### src/rtl/serial_rx_pkg.sv
package serial_rx_pkg;
  localparam int FLAG_W  = 5;
  localparam int F_FULL  = 0;
  localparam int F_OVR   = 1;
  localparam int F_IDLE  = 2;
  localparam int F_NOISE = 3;
  localparam int F_FRAME = 4;

  typedef logic [FLAG_W-1:0] flagVec_t;

  typedef struct packed {
    logic     accept;
    logic     setIdle;
    logic     applyClear;
    flagVec_t clrMask;
  } rxStrobe_t;
endpackage

### src/rtl/serial_rx_ctrl.sv
module serial_rx_ctrl
  import serial_rx_pkg::*;
(
  input  logic      clk,
  input  logic      rstN,
  input  logic      charValid,
  input  logic      rxEnable,
  input  logic      idleDetect,
  input  logic      statusRd,
  input  logic      dataRd,
  input  flagVec_t  flagsNow,
  output rxStrobe_t strb
);
  flagVec_t maskQ;
  logic     acceptNow;

  assign acceptNow = charValid & rxEnable;

  always_comb begin
    strb.accept     = acceptNow;
    strb.setIdle    = idleDetect;
    strb.applyClear = dataRd & ~acceptNow & (|maskQ);
    strb.clrMask    = maskQ;
  end

  // Clear record: an arrival cancels it, a status read loads it,
  // a data read consumes it.
  always_ff @(posedge clk) begin
    if (!rstN)          maskQ <= '0;
    else if (acceptNow) maskQ <= '0;
    else if (statusRd)  maskQ <= flagsNow;
    else if (dataRd)    maskQ <= '0;
  end

  p_disabled_drop_r4: assert property (@(posedge clk) disable iff (!rstN)
    (charValid && !rxEnable) |-> !strb.accept);

  p_arrival_cancels_r7: assert property (@(posedge clk) disable iff (!rstN)
    strb.accept |=> (maskQ == '0));

  p_status_records_r8: assert property (@(posedge clk) disable iff (!rstN)
    (statusRd && !strb.accept) |=> (maskQ == $past(flagsNow)));

  p_read_consumes_r12: assert property (@(posedge clk) disable iff (!rstN)
    (dataRd && !statusRd) |=> (maskQ == '0));
endmodule

### src/rtl/serial_rx_datapath.sv
module serial_rx_datapath
  import serial_rx_pkg::*;
#(
  parameter int DATA_W = 8
) (
  input  logic              clk,
  input  logic              rstN,
  input  rxStrobe_t         strb,
  input  logic [DATA_W-1:0] charData,
  input  logic              noiseIn,
  input  logic              frameErrIn,
  output flagVec_t          flagsQ,
  output logic [DATA_W-1:0] holdQ
);
  flagVec_t setVec;
  flagVec_t clrVec;

  always_comb begin
    setVec          = '0;
    setVec[F_FULL]  = strb.accept;
    setVec[F_OVR]   = strb.accept & flagsQ[F_FULL];
    setVec[F_IDLE]  = strb.setIdle;
    setVec[F_NOISE] = strb.accept & noiseIn;
    setVec[F_FRAME] = strb.accept & frameErrIn;
    clrVec          = strb.applyClear ? strb.clrMask : '0;
  end

  for (genvar i = 0; i < FLAG_W; i++) begin : g_flag
    always_ff @(posedge clk) begin
      if (!rstN) flagsQ[i] <= 1'b0;
      else       flagsQ[i] <= (flagsQ[i] & ~clrVec[i]) | setVec[i];
    end
  end

  always_ff @(posedge clk) begin
    if (!rstN)            holdQ <= '0;
    else if (strb.accept) holdQ <= charData;
  end

  p_full_on_arrival_r2: assert property (@(posedge clk) disable iff (!rstN)
    strb.accept |=> (flagsQ[F_FULL] && holdQ == $past(charData)));

  p_overrun_r3: assert property (@(posedge clk) disable iff (!rstN)
    (strb.accept && flagsQ[F_FULL]) |=> flagsQ[F_OVR]);

  p_clear_exact_r5: assert property (@(posedge clk) disable iff (!rstN)
    (strb.applyClear && !strb.setIdle) |=> ((flagsQ & $past(strb.clrMask)) == '0));

  p_no_drop_r6: assert property (@(posedge clk) disable iff (!rstN)
    !strb.applyClear |=> (($past(flagsQ) & ~flagsQ) == '0));
endmodule

### src/rtl/serial_rx_status.sv
module serial_rx_status
  import serial_rx_pkg::*;
#(
  parameter int DATA_W = 8
) (
  input  logic              clk,
  input  logic              rstN,
  input  logic              charValid,
  input  logic [DATA_W-1:0] charData,
  input  logic              noiseIn,
  input  logic              frameErrIn,
  input  logic              idleDetect,
  input  logic              rxEnable,
  input  logic              rxIntEn,
  input  logic              statusRd,
  input  logic              dataRd,
  input  logic              statusWr,
  output logic [4:0]        statusFlags,
  output logic [DATA_W-1:0] rxData,
  output logic              rxIrq
);
  rxStrobe_t strb;
  flagVec_t  flagsQ;

  serial_rx_ctrl u_ctrl (
    .clk        (clk),
    .rstN       (rstN),
    .charValid  (charValid),
    .rxEnable   (rxEnable),
    .idleDetect (idleDetect),
    .statusRd   (statusRd),
    .dataRd     (dataRd),
    .flagsNow   (flagsQ),
    .strb       (strb)
  );

  serial_rx_datapath #(.DATA_W(DATA_W)) u_dp (
    .clk        (clk),
    .rstN       (rstN),
    .strb       (strb),
    .charData   (charData),
    .noiseIn    (noiseIn),
    .frameErrIn (frameErrIn),
    .flagsQ     (flagsQ),
    .holdQ      (rxData)
  );

  assign statusFlags = flagsQ;
  assign rxIrq       = rxIntEn & (flagsQ[F_FULL] | flagsQ[F_OVR]);

  p_irq_source_r10: assert property (@(posedge clk) disable iff (!rstN)
    rxIrq |-> (statusFlags[F_FULL] || statusFlags[F_OVR]));

  p_write_ignored_r9: assert property (@(posedge clk) disable iff (!rstN)
    (statusWr && !charValid && !idleDetect && !dataRd) |=> $stable(statusFlags));
endmodule

### config.mk
export PLATFORM = sky130hd
export DESIGN_NAME = serial_rx_status
export DESIGN_NICKNAME = d
export VERILOG_FILES = /design/src/rtl/serial_rx_pkg.sv /design/src/rtl/serial_rx_ctrl.sv /design/src/rtl/serial_rx_datapath.sv /design/src/rtl/serial_rx_status.sv
export SDC_FILE = /design/constraint.sdc
export NUM_CORES = 1
export LEC_CHECK = 0
export BUFFER_PORTS_ARGS = -buffer_cell sky130_fd_sc_hd__buf_2
export CAP_MARGIN = 20
export CORE_MARGIN = 2
export CORE_UTILIZATION = 40
export CTS_CLUSTER_SIZE = 30
export DETAILED_ROUTE_END_ITERATION = 12
export PLACE_DENSITY = 0.83
export SYNTH_ARGS = -nofsm -noshare
export SYNTH_HDL_FRONTEND = slang
export SYNTH_SLANG_ARGS = --single-unit
### constraint.sdc
create_clock -name clk -period 0.9 [get_ports clk]
set_clock_uncertainty 0.15 [all_clocks]
set_input_delay 0.045 -clock clk [delete_from_list [all_inputs] [get_ports clk]]
set_output_delay 0.045 -clock clk [all_outputs]
set_load 0.02 [all_outputs]
* After elaboration in Yosys (flattened, before gate mapping) *
Index checks and enable logic that the tools add are counted.

storage, ports and cells
  output and inout port bits = 14
  logic and storage cells = 38
  register bits after elaboration = 18

operators by class
  reduce and logical (&&, ||, !) cells = 3
  multiplexer cells = 3
  bitwise operators = 25

operators by type and width
  cell                count
  $mux W5             3
  $and A1 B1 Y1       12
  $not A1 Y1          7
  $or A1 B1 Y1        6
  $reduce_or A5 Y1    1
  $reduce_bool A2 Y1  1
  $reduce_or A2 Y1    1

* Logic depth before layout (Yosys ltp) *
  word-level depth = 8
  mapped depth = 3

* Modules after synthesis *
From an unflattened synthesis, not the netlist that was laid out.

second synthesis, totals
  cells, all modules = 76
  area, all modules = 750.7 um^2

modules (own cells, without submodules)
  module              instances  area an instance (um^2)  cells an instance  seq. area each (um^2)
  serial_rx_datapath  1          493.0                    46                 260.2
  serial_rx_ctrl      1          250.2                    29                 100.1
  serial_rx_status    1          7.5                      1                  0.0

* Worst setup path after synthesis *
Ideal clock, no wire load.

  path kind = register to register
  from = reg u_dp.flagsQ[0]
  to = reg u_dp.flagsQ[0]
  clock period less this slack = 1.035 ns
  setup time = 0.070 ns
  arrival time = 0.814 ns
  cell stages (with the launch flop) = 3
  path slack = -0.135 ns
  data required time = 0.680 ns
  cells stage by stage = dfxtp_1 a21bo_2 a21oi_1

on the way
  longest elaborated chain between the ends = 2

ends and longest elaborated chain
  what                              line                      source
  start: declaration                serial_rx_datapath.sv:12  output flagVec_t flagsQ,
  start signal: indexed assignment  serial_rx_datapath.sv:31  else flagsQ[i] <= (flagsQ[i] & ~clrVec[i]) | setVec[i];
  $and A1 B1 Y1                     serial_rx_datapath.sv:31
  $or A1 B1 Y1                      serial_rx_datapath.sv:31

No other way between the ends.
A chain may end at the register's enable or synchronous reset.

* Worst setup path in the final report *
  from = reg u_dp.flagsQ[0]
  to = out rxIrq

on the way
  longest elaborated chain between the ends = 2

ends and longest elaborated chain
  what              line                    source
  $or A1 B1 Y1      serial_rx_status.sv:49  assign rxIrq = rxIntEn & (flagsQ[F_FULL] | flagsQ[F_OVR]);
  $and A1 B1 Y1     serial_rx_status.sv:49
  end: declaration  serial_rx_status.sv:20  output logic rxIrq

No other way between the ends.

==> results.json <==
{
  "status": "finished with violations",
  "violations": "hold timing, setup timing",
  "synthMostInstantiatedCell": "dfxtp_1",
  "synth_area_um2": 772,
  "cp-end-kind": "primary output",
  "final_cell_area_um2": 1380,
  "grt.total_usage_pct": 19.6,
  "firstDrtPassIters": 4,
  "cp_slowest_cell": "dfxtp_2",
  "yosysWarnings": 0,
  "synth-compound-area-share_pct": 33.1,
  "die_h_um": 47.9,
  "synthCells": 82,
  "power.share.clock_pct": 28.4,
  "synth_top_family_by_area": "compound AO/OA/AOI/OAI gates",
  "synth_top_cell_area_share_pct": 46.7,
  "synthTopCellsByArea": "dfxtp_1, a21bo_2, a21oi_1, or3b_1, nand3_1",
  "io_buffers": 31,
  "gr-total-overflow": 0,
  "cts_hold_buf": 8,
  "root_buffer": "clkbuf_4",
  "p_comb_share_pct": 23.0,
  "grt_pass1_wl_um": 3130,
  "cts_sinks": 18,
  "vdd_drop_max_mv": 0.982,
  "crit_arrival_ps": 940,
  "postRouteAntennaNets": 0,
  "nNetsFinal": 148,
  "synth_edf_count": 0,
  "dpl_cell_area_um2": 1030,
  "cpPeakStageDelay_ps": 350,
  "p_leak_nw": 0.551,
  "power_frac_seq_pct": 48.6,
  "worst_setup_path_start_kind": "flop",
  "syn_to_final_growth_pct": 79.3,
  "wirelength_um": 2200,
  "powerDensity_nw_per_um2": 1260,
  "synth_ff_type": "dfxtp_1",
  "ys_types": 16,
  "syn_area_per_cell_um2": 9.41,
  "start_util_pct": 43.8,
  "synth_common_cells": "dfxtp_1, a21oi_1, a21bo_2, nand3_1, nand2_1",
  "cts_buffer_depth": 2,
  "synth-xor-area-share_pct": 0,
  "cts_tree": "done",
  "path_cells": "o21a_1 -> buf_6",
  "ys_seq_area_share_pct": 46.7,
  "drt_iter0_markers": 19,
  "hp-class": "in2reg",
  "via_per_inst": 5.22,
  "switching_share_pct": 26.3,
  "path_clk_slew_ps": 100,
  "layout_setup_ws_ps": -231,
  "synth_mux_area_share_pct": 0,
  "grt_start_max_net_pins": 17,
  "p_switching_w": 0.000458,
  "synthArstFlopShare_pct": 0,
  "synth_top_cell_by_area": "dfxtp_1",
  "worstPathMaxFanout": 3,
  "worst_pin_slew_ps": 568,
  "setup_violations": 26,
  "hold_ws_ps": -135,
  "drv_cap": 0,
  "fillerInstances": 115,
  "rsz0062_at_grt": "true",
  "timing.fmax_mhz": 884,
  "antenna_found_initial": 0,
  "num_rows": 15,
  "period_share_pct": 126,
  "hold_viol": 9,
  "synth_fa_ha_area_share_pct": 0,
  "cts-buffers-inserted": 3,
  "multi_input_area_um2": 468,
  "clkLatencyLatePin_ps": 290,
  "fin_crit_ps": 1130,
  "synth_nets": 101,
  "reg2reg_slack_ps": -170,
  "htree_levels": 1,
  "dp_hpwl_um": 1330,
  "p_int_w": 0.00128,
  "drive_gt1_share_pct": 68.8,
  "grt_pass1_vias": 706,
  "seq_area_um2": 410,
  "synth-simple-area-share_pct": 13.8,
  "ios": 33,
  "worstPathRequired_ps": 700,
  "slew_violations": 0,
  "gp_congestion": 0.697,
  "wl_per_cell_um": 14.4,
  "relSlewSlack_pct": 62.1,
  "path_class": "reg2out",
  "core_um2": 1760,
  "route.detailed.drc": 0,
  "p_total_w": 0.00174,
  "die_w_um": 47.9,
  "via_count": 798,
  "dieArea_um2": 2300,
  "diodes": 0,
  "ys_ff_latch": 18
}
==> through the flow <==
step | setup TNS [ps] | hold WS (ps) | utilization (%) | worst slack [ps] | cells
6_report | -2370 | -135 | 78.4 | -231 | 153
5_1_grt | -3240 | -119 | 78.4 | -268 | 153
4_1_cts | -2300 | -117 | 74.8 | -238 | 152
3_5_place_dp | -517 | 150 | 58.2 | -100 | 137
3_3_place_gp | -365 | 142 | 58.2 | -75.9 | 137
2_1_floorplan | -308 | 14.2 | - | -51.7 | 82
==> layer usage <==
metal	global-route usage (%)	up-vias	share of wire [%]
met3	2.26	4	4.8
met4	8.65	0	1.5
met1	25.9	371	44
li1	-	391	-
met2	32.0	32	50
met5	0	-	0
==> flip-flops by register name, summed over array words and instances, names as in the netlist <==
name,flops
u_ctrl.maskQ,5
u_dp.holdQ,8
u_dp.flagsQ,5
==> cell families (layout without fill, tap and decap cells) <==
kind of cell	after synthesis	in the layout
AND/OR/NAND/NOR	19	19
AO/OA/AOI/OAI	36	36
buffers and inverters	9	55
flip-flops	18	18
==> power groups by stage <==
stage | logic (W) | clock network [W] | registers, W
global route | 0.000425 | 0.000541 | 0.000851
global placement | 0.000259 | 0 | 0.000854
finish | 0.000400 | 0.000494 | 0.000846
detailed placement | 0.000267 | 0 | 0.000856
CTS | 0.000369 | 0.000502 | 0.000845
floorplan | 0.000120 | 0 | 0.000890
==> what timing repair did <==
| action | 4_1_cts | 5_1_grt |
|---|---|---|
| endpoints found under the hold margin | 18 | 9 |
| pin swaps | 4 | 3 |
| gates resized for setup | 47 | 13 |
| endpoints found under the setup margin | 24 | 32 |
| cloned | 0 | 0 |
| buffers inserted | 3 | 1 |
==> layout by cell type, fill, tap and decap left out, drive strengths merged <==
cell type	instances
a21bo	12
dfxtp	18
o21ai	2
o21a	1
a21oi	17
nand3	8
a311oi	1
clkbuf	4
nand2	6
a41oi	1
inv	2
o211ai	2
or3b	5
dlygate4sd3	8
buf	41
==> worst paths after layout <==
kind,start,to,depth (start not counted)
max reg2reg,u_dp.flagsQ[1]$_SDFF_PN0_,u_dp.flagsQ[1]$_SDFF_PN0_,4
min,rstN,u_dp.flagsQ[2]$_SDFF_PN0_,3
min reg2reg,u_ctrl.maskQ[1]$_SDFFE_PP0P_,u_dp.flagsQ[1]$_SDFF_PN0_,1
max,u_dp.flagsQ[0]$_SDFF_PN0_,rxIrq,2
==> worst max-delay path, delay by kind of cell (launching register included) <==
| kind | cells | cell delay [ps] |
|---|---|---|
| compound gates | 1 | 180 |
| buf+inv | 1 | 130 |
| flops | 1 | 350 |
==> cell type report <==
| class | instances | share of cell area [%] |
|---|---|---|
| clock buffers | 4 | 2.62 |
| inverters | 2 | 0.542 |
| multi-input cells | 55 | 33.8 |
| well taps | 25 | 2.26 |
| flip-flops and latches | 18 | 29.7 |
| repair buffers | 49 | 31.1 |
Power figures use the tool's default switching activity.
